**src/rtl/crate_cmd_parser.sv**
```systemverilog
module crate_cmd_parser #(
  parameter int WIDE_W   = 24,
  parameter int NARROW_W = 16,
  parameter int NMAX     = 24,
  parameter int BT_NMAX  = 23,
  parameter int BT_FMAX  = 7,
  parameter int SETUP_N  = 24,
  parameter int SETUP_A  = 15,
  parameter int SETUP_F  = 16
) (
  input  logic                     clk,
  input  logic                     rst,
  input  logic                     frm_valid,
  input  logic                     frm_wide,
  input  logic [WIDE_W-1:0]        frm_data,
  output logic                     cmd_valid,
  output logic [NARROW_W-1:0]      crate,
  output logic [4:0]               n,
  output logic [3:0]               a,
  output logic [4:0]               f,
  output logic [WIDE_W-1:0]        wdata,
  output logic                     bt_setup_valid,
  output logic [4:0]               bt_n,
  output logic [3:0]               bt_a,
  output logic [4:0]               bt_f,
  output logic [NARROW_W-1:0]      bt_wc,
  output logic [WIDE_W-NARROW_W-1:0] bt_maxnoq,
  output logic                     nafok,
  output logic                     nafok_bt,
  output logic                     perr
);

  localparam int QW = WIDE_W - NARROW_W;
  localparam logic [4:0] N_LIM    = 5'(NMAX);
  localparam logic [4:0] BTN_LIM  = 5'(BT_NMAX);
  localparam logic [4:0] BTF_LIM  = 5'(BT_FMAX);
  localparam logic [4:0] SU_N     = 5'(SETUP_N);
  localparam logic [3:0] SU_A     = 4'(SETUP_A);
  localparam logic [4:0] SU_F     = 5'(SETUP_F);

  typedef enum logic [2:0] {S_CRATE, S_NAF, S_WDATA, S_BTNAF, S_BTCNT} st_t;
  st_t st;

  logic [4:0] fn, ff;
  logic [3:0] fa;
  logic       sep_hi, sep_lo;
  assign fn     = frm_data[15:11];
  assign sep_hi = frm_data[10];
  assign fa     = frm_data[9:6];
  assign sep_lo = frm_data[5];
  assign ff     = frm_data[4:0];

  logic naf_good, bt_good, is_setup, is_write, want_wide, width_bad;
  assign naf_good  = sep_hi & sep_lo & (fn <= N_LIM);
  assign bt_good   = ~sep_hi & ~sep_lo & (fn <= BTN_LIM) & (ff <= BTF_LIM);
  assign is_setup  = (fn == SU_N) && (fa == SU_A) && (ff == SU_F);
  assign is_write  = ff[4] & ~ff[3];
  assign want_wide = (st == S_WDATA) || (st == S_BTCNT);
  assign width_bad = frm_wide != want_wide;

  always_ff @(posedge clk) begin
    if (rst) begin
      st             <= S_CRATE;
      cmd_valid      <= 1'b0;
      bt_setup_valid <= 1'b0;
      crate          <= '0;
      n              <= '0;
      a              <= '0;
      f              <= '0;
      wdata          <= '0;
      bt_n           <= '0;
      bt_a           <= '0;
      bt_f           <= '0;
      bt_wc          <= '0;
      bt_maxnoq      <= '0;
      nafok          <= 1'b0;
      nafok_bt       <= 1'b0;
      perr           <= 1'b0;
    end else begin
      cmd_valid      <= 1'b0;
      bt_setup_valid <= 1'b0;
      if (frm_valid) begin
        if (st == S_CRATE) begin
          if (!frm_wide) begin
            crate    <= frm_data[NARROW_W-1:0];
            perr     <= 1'b0;
            nafok    <= 1'b0;
            nafok_bt <= 1'b0;
            st       <= S_NAF;
          end
        end else if (width_bad) begin
          perr <= 1'b1;
          st   <= S_CRATE;
        end else begin
          case (st)
            S_NAF: begin
              nafok <= naf_good;
              if (!naf_good) begin
                perr <= 1'b1;
                st   <= S_CRATE;
              end else begin
                n <= fn;
                a <= fa;
                f <= ff;
                if (is_setup)      st <= S_BTNAF;
                else if (is_write) st <= S_WDATA;
                else begin
                  cmd_valid <= 1'b1;
                  st        <= S_CRATE;
                end
              end
            end
            S_WDATA: begin
              wdata     <= frm_data;
              cmd_valid <= 1'b1;
              st        <= S_CRATE;
            end
            S_BTNAF: begin
              nafok_bt <= bt_good;
              if (!bt_good) begin
                perr <= 1'b1;
                st   <= S_CRATE;
              end else begin
                bt_n <= fn;
                bt_a <= fa;
                bt_f <= ff;
                st   <= S_BTCNT;
              end
            end
            S_BTCNT: begin
              bt_wc          <= frm_data[WIDE_W-1 -: NARROW_W];
              bt_maxnoq      <= frm_data[QW-1:0];
              bt_setup_valid <= 1'b1;
              st             <= S_CRATE;
            end
            default: st <= S_CRATE;
          endcase
        end
      end
    end
  end


  one_strobe_chk: assert property (@(posedge clk) disable iff (rst)
    !(cmd_valid && bt_setup_valid));


  cmd_pulse_chk: assert property (@(posedge clk) disable iff (rst)
    cmd_valid |=> !cmd_valid);


  cmd_after_frame_chk: assert property (@(posedge clk) disable iff (rst)
    cmd_valid |-> $past(frm_valid));


  cmd_needs_nafok_chk: assert property (@(posedge clk) disable iff (rst)
    cmd_valid |-> nafok);


  setup_needs_btok_chk: assert property (@(posedge clk) disable iff (rst)
    bt_setup_valid |-> (nafok_bt && nafok && $past(frm_valid && frm_wide)));


  err_returns_idle_chk: assert property (@(posedge clk) disable iff (rst)
    $rose(perr) |-> (st == S_CRATE && $past(frm_valid)));


  err_sticky_chk: assert property (@(posedge clk) disable iff (rst)
    (perr && !(frm_valid && !frm_wide && st == S_CRATE)) |=> perr);

endmodule

```
**config.mk**
```make
export PLATFORM = sky130hd
export DESIGN_NAME = crate_cmd_parser
export DESIGN_NICKNAME = d
export VERILOG_FILES = /design/src/rtl/crate_cmd_parser.sv
export SDC_FILE = /design/constraint.sdc
export NUM_CORES = 1
export LEC_CHECK = 0
export ABC_AREA = 0
export BUFFER_PORTS_ARGS = -buffer_cell sky130_fd_sc_hd__buf_2
export CAP_MARGIN = 20
export CORE_MARGIN = 4
export CORE_UTILIZATION = 37
export CTS_CLUSTER_SIZE = 20
export DETAILED_ROUTE_END_ITERATION = 16
export PLACE_DENSITY = 0.7
export SYNTH_ARGS = -nofsm -noshare
export SYNTH_HDL_FRONTEND = slang
export SYNTH_SLANG_ARGS = --single-unit
```
**constraint.sdc**
```tcl
create_clock -name clk -period 2 [get_ports clk]
set_input_delay 0.1 -clock clk [delete_from_list [all_inputs] [get_ports clk]]
set_output_delay 0.1 -clock clk [all_outputs]
set_load 0.05 [all_outputs]
```
Yosys cells after proc, flatten, opt, wreduce, memory -nomap -nowiden
Index checks and enable logic that the tools add are counted.

Multiplexer cells: 25. Bitwise logic cells: 13. $lt $le $gt $ge: 3. Equal/unequal tests: 12. Reduce and logical (&&, ||, !) cells: 17.

Operators with widths (number): $reduce_and 4->1 (4); $mux 1 (15); $reduce_and 5->1 (3); $mux 3 (4); $eq 5x5->1 const B (2); $le 5x5->1 const B (2); $ne 4x4->1 const B (2); $not 1->1 (7); $and 1x1->1 (6); $eq 3x2->1 const B (2); $mux 2 (3); $pmux 3 s2 (1); $le 5x3->1 const B (1); $eq 4x4->1 const B (1); $pmux 1 s2 (2); $reduce_bool 2->1 (2); $reduce_bool 4->1 (1); $reduce_or 4->1 (1); $eq 3x1->1 const B (1); $eq 3x3->1 const B (1); $logic_not 3->1 (1); $reduce_and 3->1 (1); $logic_and 1x1->1 (2); $ne 2x1->1 const B (1); other kinds (4) (4).

Register bits after elaboration: 100. Logic and storage cells: 86. Bits of input ports: 28.

Longest topological paths before layout
Word-level depth: 8. Depth in mapped cells: 7. Gate-level depth less buffers: 4.

Least setup slack after synthesis
No wires, ideal clock.

Path type: register to register. From: register st[0]. To: register a[2]. Data arrival time: 1.706 ns. Period minus slack after synthesis: 1.834 ns. Stages on the path, launching flop included: 7. Library setup time: 0.128 ns. Slack: 0.166 ns. Required time: 1.872 ns. Cell sequence: dfxtp_1 > buf_2 > nand3b_1 > a2111oi_4 > buf_6 > mux2i_1 > nor2_1.

Longest elaborated chain between the ends: 5.

Ends and longest elaborated chain: from (decl) (RTL line 42) `st_t st;`; from (signal assigned) (RTL line 63) `st <= S_CRATE;`; from (signal assigned) (RTL line 89) `st <= S_NAF;`; from (signal assigned) (RTL line 93) `st <= S_CRATE;`; $eq 3x2->1 or $eq 3x3->1 (tied branches) (RTL line 58) `assign want_wide = (st == S_WDATA) || (st == S_BTCNT);`; $logic_or 1x1->1 (RTL line 58); $ne 1x1->1 (RTL line 59) `assign width_bad = frm_wide != want_wide;`; $not 1->1 (no source line); $reduce_and 5->1 (no source line) *; to (signal assigned) (RTL line 68) `a <= '0;`; to (signal assigned) (RTL line 103) `a <= fa;`; to (decl) (RTL line 19) `output logic [3:0] a,`.

Every way passes the cells marked *; elsewhere a longest branch is shown, timed or not. A chain may end at the register's enable or synchronous reset.

Final worst setup path
From: register st[0]. To: register f[1].

Longest elaborated chain between the ends: 5.

Ends and longest elaborated chain: $eq 3x2->1 or $eq 3x3->1 (tied branches) (RTL line 58); $logic_or 1x1->1 (RTL line 58); $ne 1x1->1 (RTL line 59); $not 1->1 (no source line); $reduce_and 5->1 (no source line) *; to (signal assigned) (RTL line 69) `f <= '0;`; to (signal assigned) (RTL line 104) `f <= ff;`; to (decl) (RTL line 20) `output logic [4:0] f,`.

Marks and branches as above.

==> qor.json <==
{
  "setup_path": {
    "cp-end-kind": "flop",
    "critical_path_buf_inv_count": 1,
    "critical-path-max-stage-delay_ps": 440,
    "path_cells": "nand4b_1 -> a2111oi_4 -> buf_4 -> mux2i_1 -> nor2_1",
    "worstSetupPathType": "flop to flop",
    "timing.critical_path.from_type": "flop",
    "worstPathRequired_ps": 2230,
    "worstPathMaxFanout": 12,
    "worst_path_max_delay_cell": "dfxtp_2",
    "delay_heaviest_family_cp": "flip-flops",
    "cp.arrival_ps": 1970
  },
  "synth": {
    "yosysWarnings": 0,
    "synthDistinctLibCells": 37,
    "synth.mux.area_fraction_pct": 7.61,
    "synthAdderAreaFrac_pct": 0,
    "yosys.area_share.xor_xnor_pct": 0.237,
    "compound_gate_fraction_of_synth_area_pct": 12.2,
    "mappedNetlistArea_um2": 3700,
    "synth_fp_nets": 464,
    "synth_top_family_by_area": "simple AND/OR/NAND/NOR gates",
    "synthesis.instances": 436,
    "yosysSeqAreaShare_pct": 54.1,
    "synthesis.area_per_instance_um2": 8.49,
    "yosys_register_bits": 100,
    "synth-simple-area-share_pct": 21.9
  },
  "grt": {
    "groute.usage.overall_pct": 19.3,
    "wire_length_of_the_first_global_routing_pass_um": 17500,
    "grt_antenna_before_repair": 0,
    "grt_max_degree": 77,
    "number_of_global_route_vias_before_repair": 3290,
    "grt-ovfl-total": 0
  },
  "die": {
    "die_y_um": 108,
    "die-width_um": 108,
    "initial_core_util_pct": 37.9,
    "ios": 125,
    "placementRows": 36,
    "design.die.area_um2": 11700,
    "core_region_area_um2": 9770
  },
  "sta": {
    "fin_hold_ws_ps": 44.0,
    "postLayoutSetupSlackWorst_ps": 262,
    "maxSlewHeadroom_pct": 48.4,
    "report.final.slew_viol_count": 0,
    "post-route-period-util_pct": 86.9,
    "finalCriticalPeriod_ps": 1740,
    "timing_worst_slew_pin_value_ps": 774,
    "final_sum_of_negative_setup_slack_ps": 0,
    "timing.clock.skew_ps": 4.62,
    "finalHoldViolations": 0,
    "unrepaired_setup_endpoints_after_global_routing": "false",
    "fmaxAchievable_mhz": 575,
    "setup_violations": 0
  },
  "finish": {
    "drive_gt1_share_pct": 28.7,
    "post_route_cell_area_um2": 4760,
    "num-nets-final": 588,
    "utilization_pct": 48.7,
    "total_inserted_antenna_cells": 0,
    "non_filler_instance_count_after_layout": 698,
    "multiInputGateArea_um2": 1560,
    "filler_cell_count": 986,
    "area.growth.synth_to_final_pct": 28.6,
    "ff_latch_area_um2": 2000
  },
  "drt": {
    "first_pass_iters": 4,
    "post-route-drc-count": 0,
    "detailed_route_iter0_violations": 277,
    "postRouteWirelength_um": 11100,
    "vias_per_cell": 4.91,
    "avgRoutedWirePerCell_um": 16.0,
    "dr_total_vias": 3429,
    "detail-route-antenna-nets": 0
  },
  "place": {
    "dp.final_hpwl_um": 7600,
    "minimum_setup_slack_after_placement_ps": 187,
    "place.gp.congestion": 0.868,
    "placed_cell_area_um2": 4460,
    "post-place-cells": 674,
    "io_buffer_count": 124
  },
  "hold_path": {
    "hp-class": "primary input to flop"
  },
  "cts": {
    "clkSinkCount": 100,
    "cts_tree": "built",
    "cts-buffers-inserted": 9,
    "clk_latency_ps": 360,
    "clkTransAtPathRegs_ps": 90,
    "cts_setup_buffers": 0,
    "h-tree-depth": 3,
    "cts-root-to-sink-buffers": 2,
    "cts_root_buf": "clkbuf_8"
  },
  "power_and_ir_drop": {
    "irDropWorstVdd_mv": 0.357,
    "design_power_total_mw": 3.68,
    "leakagePower_nw": 2.10,
    "cell_area_power_density_nw_per_um2": 774
  },
  "outcome": {
    "outcome": "finished, final reports clean"
  },
  "run": {
    "max_cap_violations": 0
  }
}
## metal layers
metal  up-vias  global-route usage (%)  part of all wire (%)
li1       1681                       -                     -
met3        12                    4.06                   8.1
met4         0                    6.76                   1.6
met2       134                    32.3                    48
met1      1602                    24.8                    42
met5         -                       0                     0
## placed cells by master, fill, tap and decap left out, types with 2 or more instances in the layout
cell	instances
nand3b_1	2
a21oi_1	70
dfxtp_1	99
o21ai_0	2
nor3_1	2
dlygate4sd3_1	8
mux2i_1	27
buf_4	14
nand2b_1	3
nor2_1	34
buf_2	123
nand4_1	2
nand2_1	133
and3b_1	2
clkbuf_8	12
nor3b_1	2
inv_1	2
or3_1	2
## report_power, final
group	total, mW	switching [mW]	internal [mW]	leakage, nW
clock	1.39	0.700	0.688	0.109
combinational	0.271	0.194	0.0776	1.18
sequential	2.02	0.0128	2.01	0.807
## layout make-up
type	instances	share of cell area, %
Timing Repair Buffer	145	16.8
Multi-Input combinational cell	301	32.7
Clock buffer	12	3.47
Sequential cell	100	42.1
Inverter	3	0.237
Clock inverter	4	1.16
Tap cell	133	3.50
## cell families after synthesis
group	count (synthesis)
AO/OA/AOI/OAI	79
XOR/XNOR	1
buffers and inverters	35
flip-flops	100
multiplexers	28
AND/OR/NAND/NOR	193
## state kept, by name (all words and copies together) (netlist names), 3 cells and up
name	flops
bt_maxnoq	8
n	5
f	5
bt_wc	16
bt_a	4
a	4
bt_n	5
st	3
bt_f	5
crate	16
wdata	24
## tightest hold or removal path, delay by kind of cell
kind / cells / cell delay [ps]
AND/OR/NAND/NOR: 1 / 70
buffers and inverters: 1 / 150
AO/OA/AOI/OAI: 1 / 50
## Yosys cell counts
library cell / count / area [um^2]
a2111oi_4: 1 / 27.5
a211oi_1: 1 / 7.51
a21oi_1: 70 / 350
a22oi_1: 1 / 7.51
a311oi_1: 1 / 8.76
a32o_1: 1 / 10.0
and3b_1: 2 / 17.5
and4_1: 1 / 8.76
buf_2: 5 / 25.0
buf_6: 1 / 11.3
clkbuf_1: 26 / 97.6
dfxtp_1: 100 / 2000
inv_1: 2 / 7.51
inv_2: 1 / 3.75
mux2_2: 1 / 11.3
mux2i_1: 27 / 270
nand2_1: 133 / 499
nand2b_1: 3 / 18.8
nand3_1: 1 / 5.00
nand3b_1: 2 / 15.0
nand4_1: 2 / 12.5
nand4b_1: 1 / 8.76
nor2_1: 35 / 131
nor2b_1: 1 / 6.26
nor3_1: 2 / 10.0
nor3_2: 1 / 10.0
nor3b_1: 2 / 15.0
nor4_1: 1 / 6.26
nor4b_1: 1 / 8.76
nor4bb_1: 1 / 10.0
o21ai_0: 2 / 10.0
o311a_4: 1 / 21.3
o41ai_1: 1 / 8.76
or2_2: 1 / 6.26
or3_1: 2 / 12.5
or3b_2: 1 / 8.76
xnor2_1: 1 / 8.76
## path summary, 6_finish.rpt
| path | start | endpoint | slack (ps) | cells after the start |
|---|---|---|---|---|
| setup / recovery | st[0]$_SDFFE_PP0P_ | f[1]$_SDFFE_PP0P_ | 260 | 5 |
| hold reg to reg | crate[2]$_SDFFE_PP0P_ | crate[2]$_SDFFE_PP0P_ | 460 | 2 |
| setup reg to reg | st[0]$_SDFFE_PP0P_ | f[1]$_SDFFE_PP0P_ | 260 | 5 |
| hold / removal | frm_data[3] | bt_maxnoq[3]$_SDFFE_PP0P_ | 40 | 3 |
## repair_timing
item | CTS | global route
hold buffers | 8 | 0
endpoints found under the setup margin | 0 | 1
resized for setup | 0 | 1
endpoints found under the hold margin | 16 | 0
No activity file was read; power rests on OpenSTA's default activity.
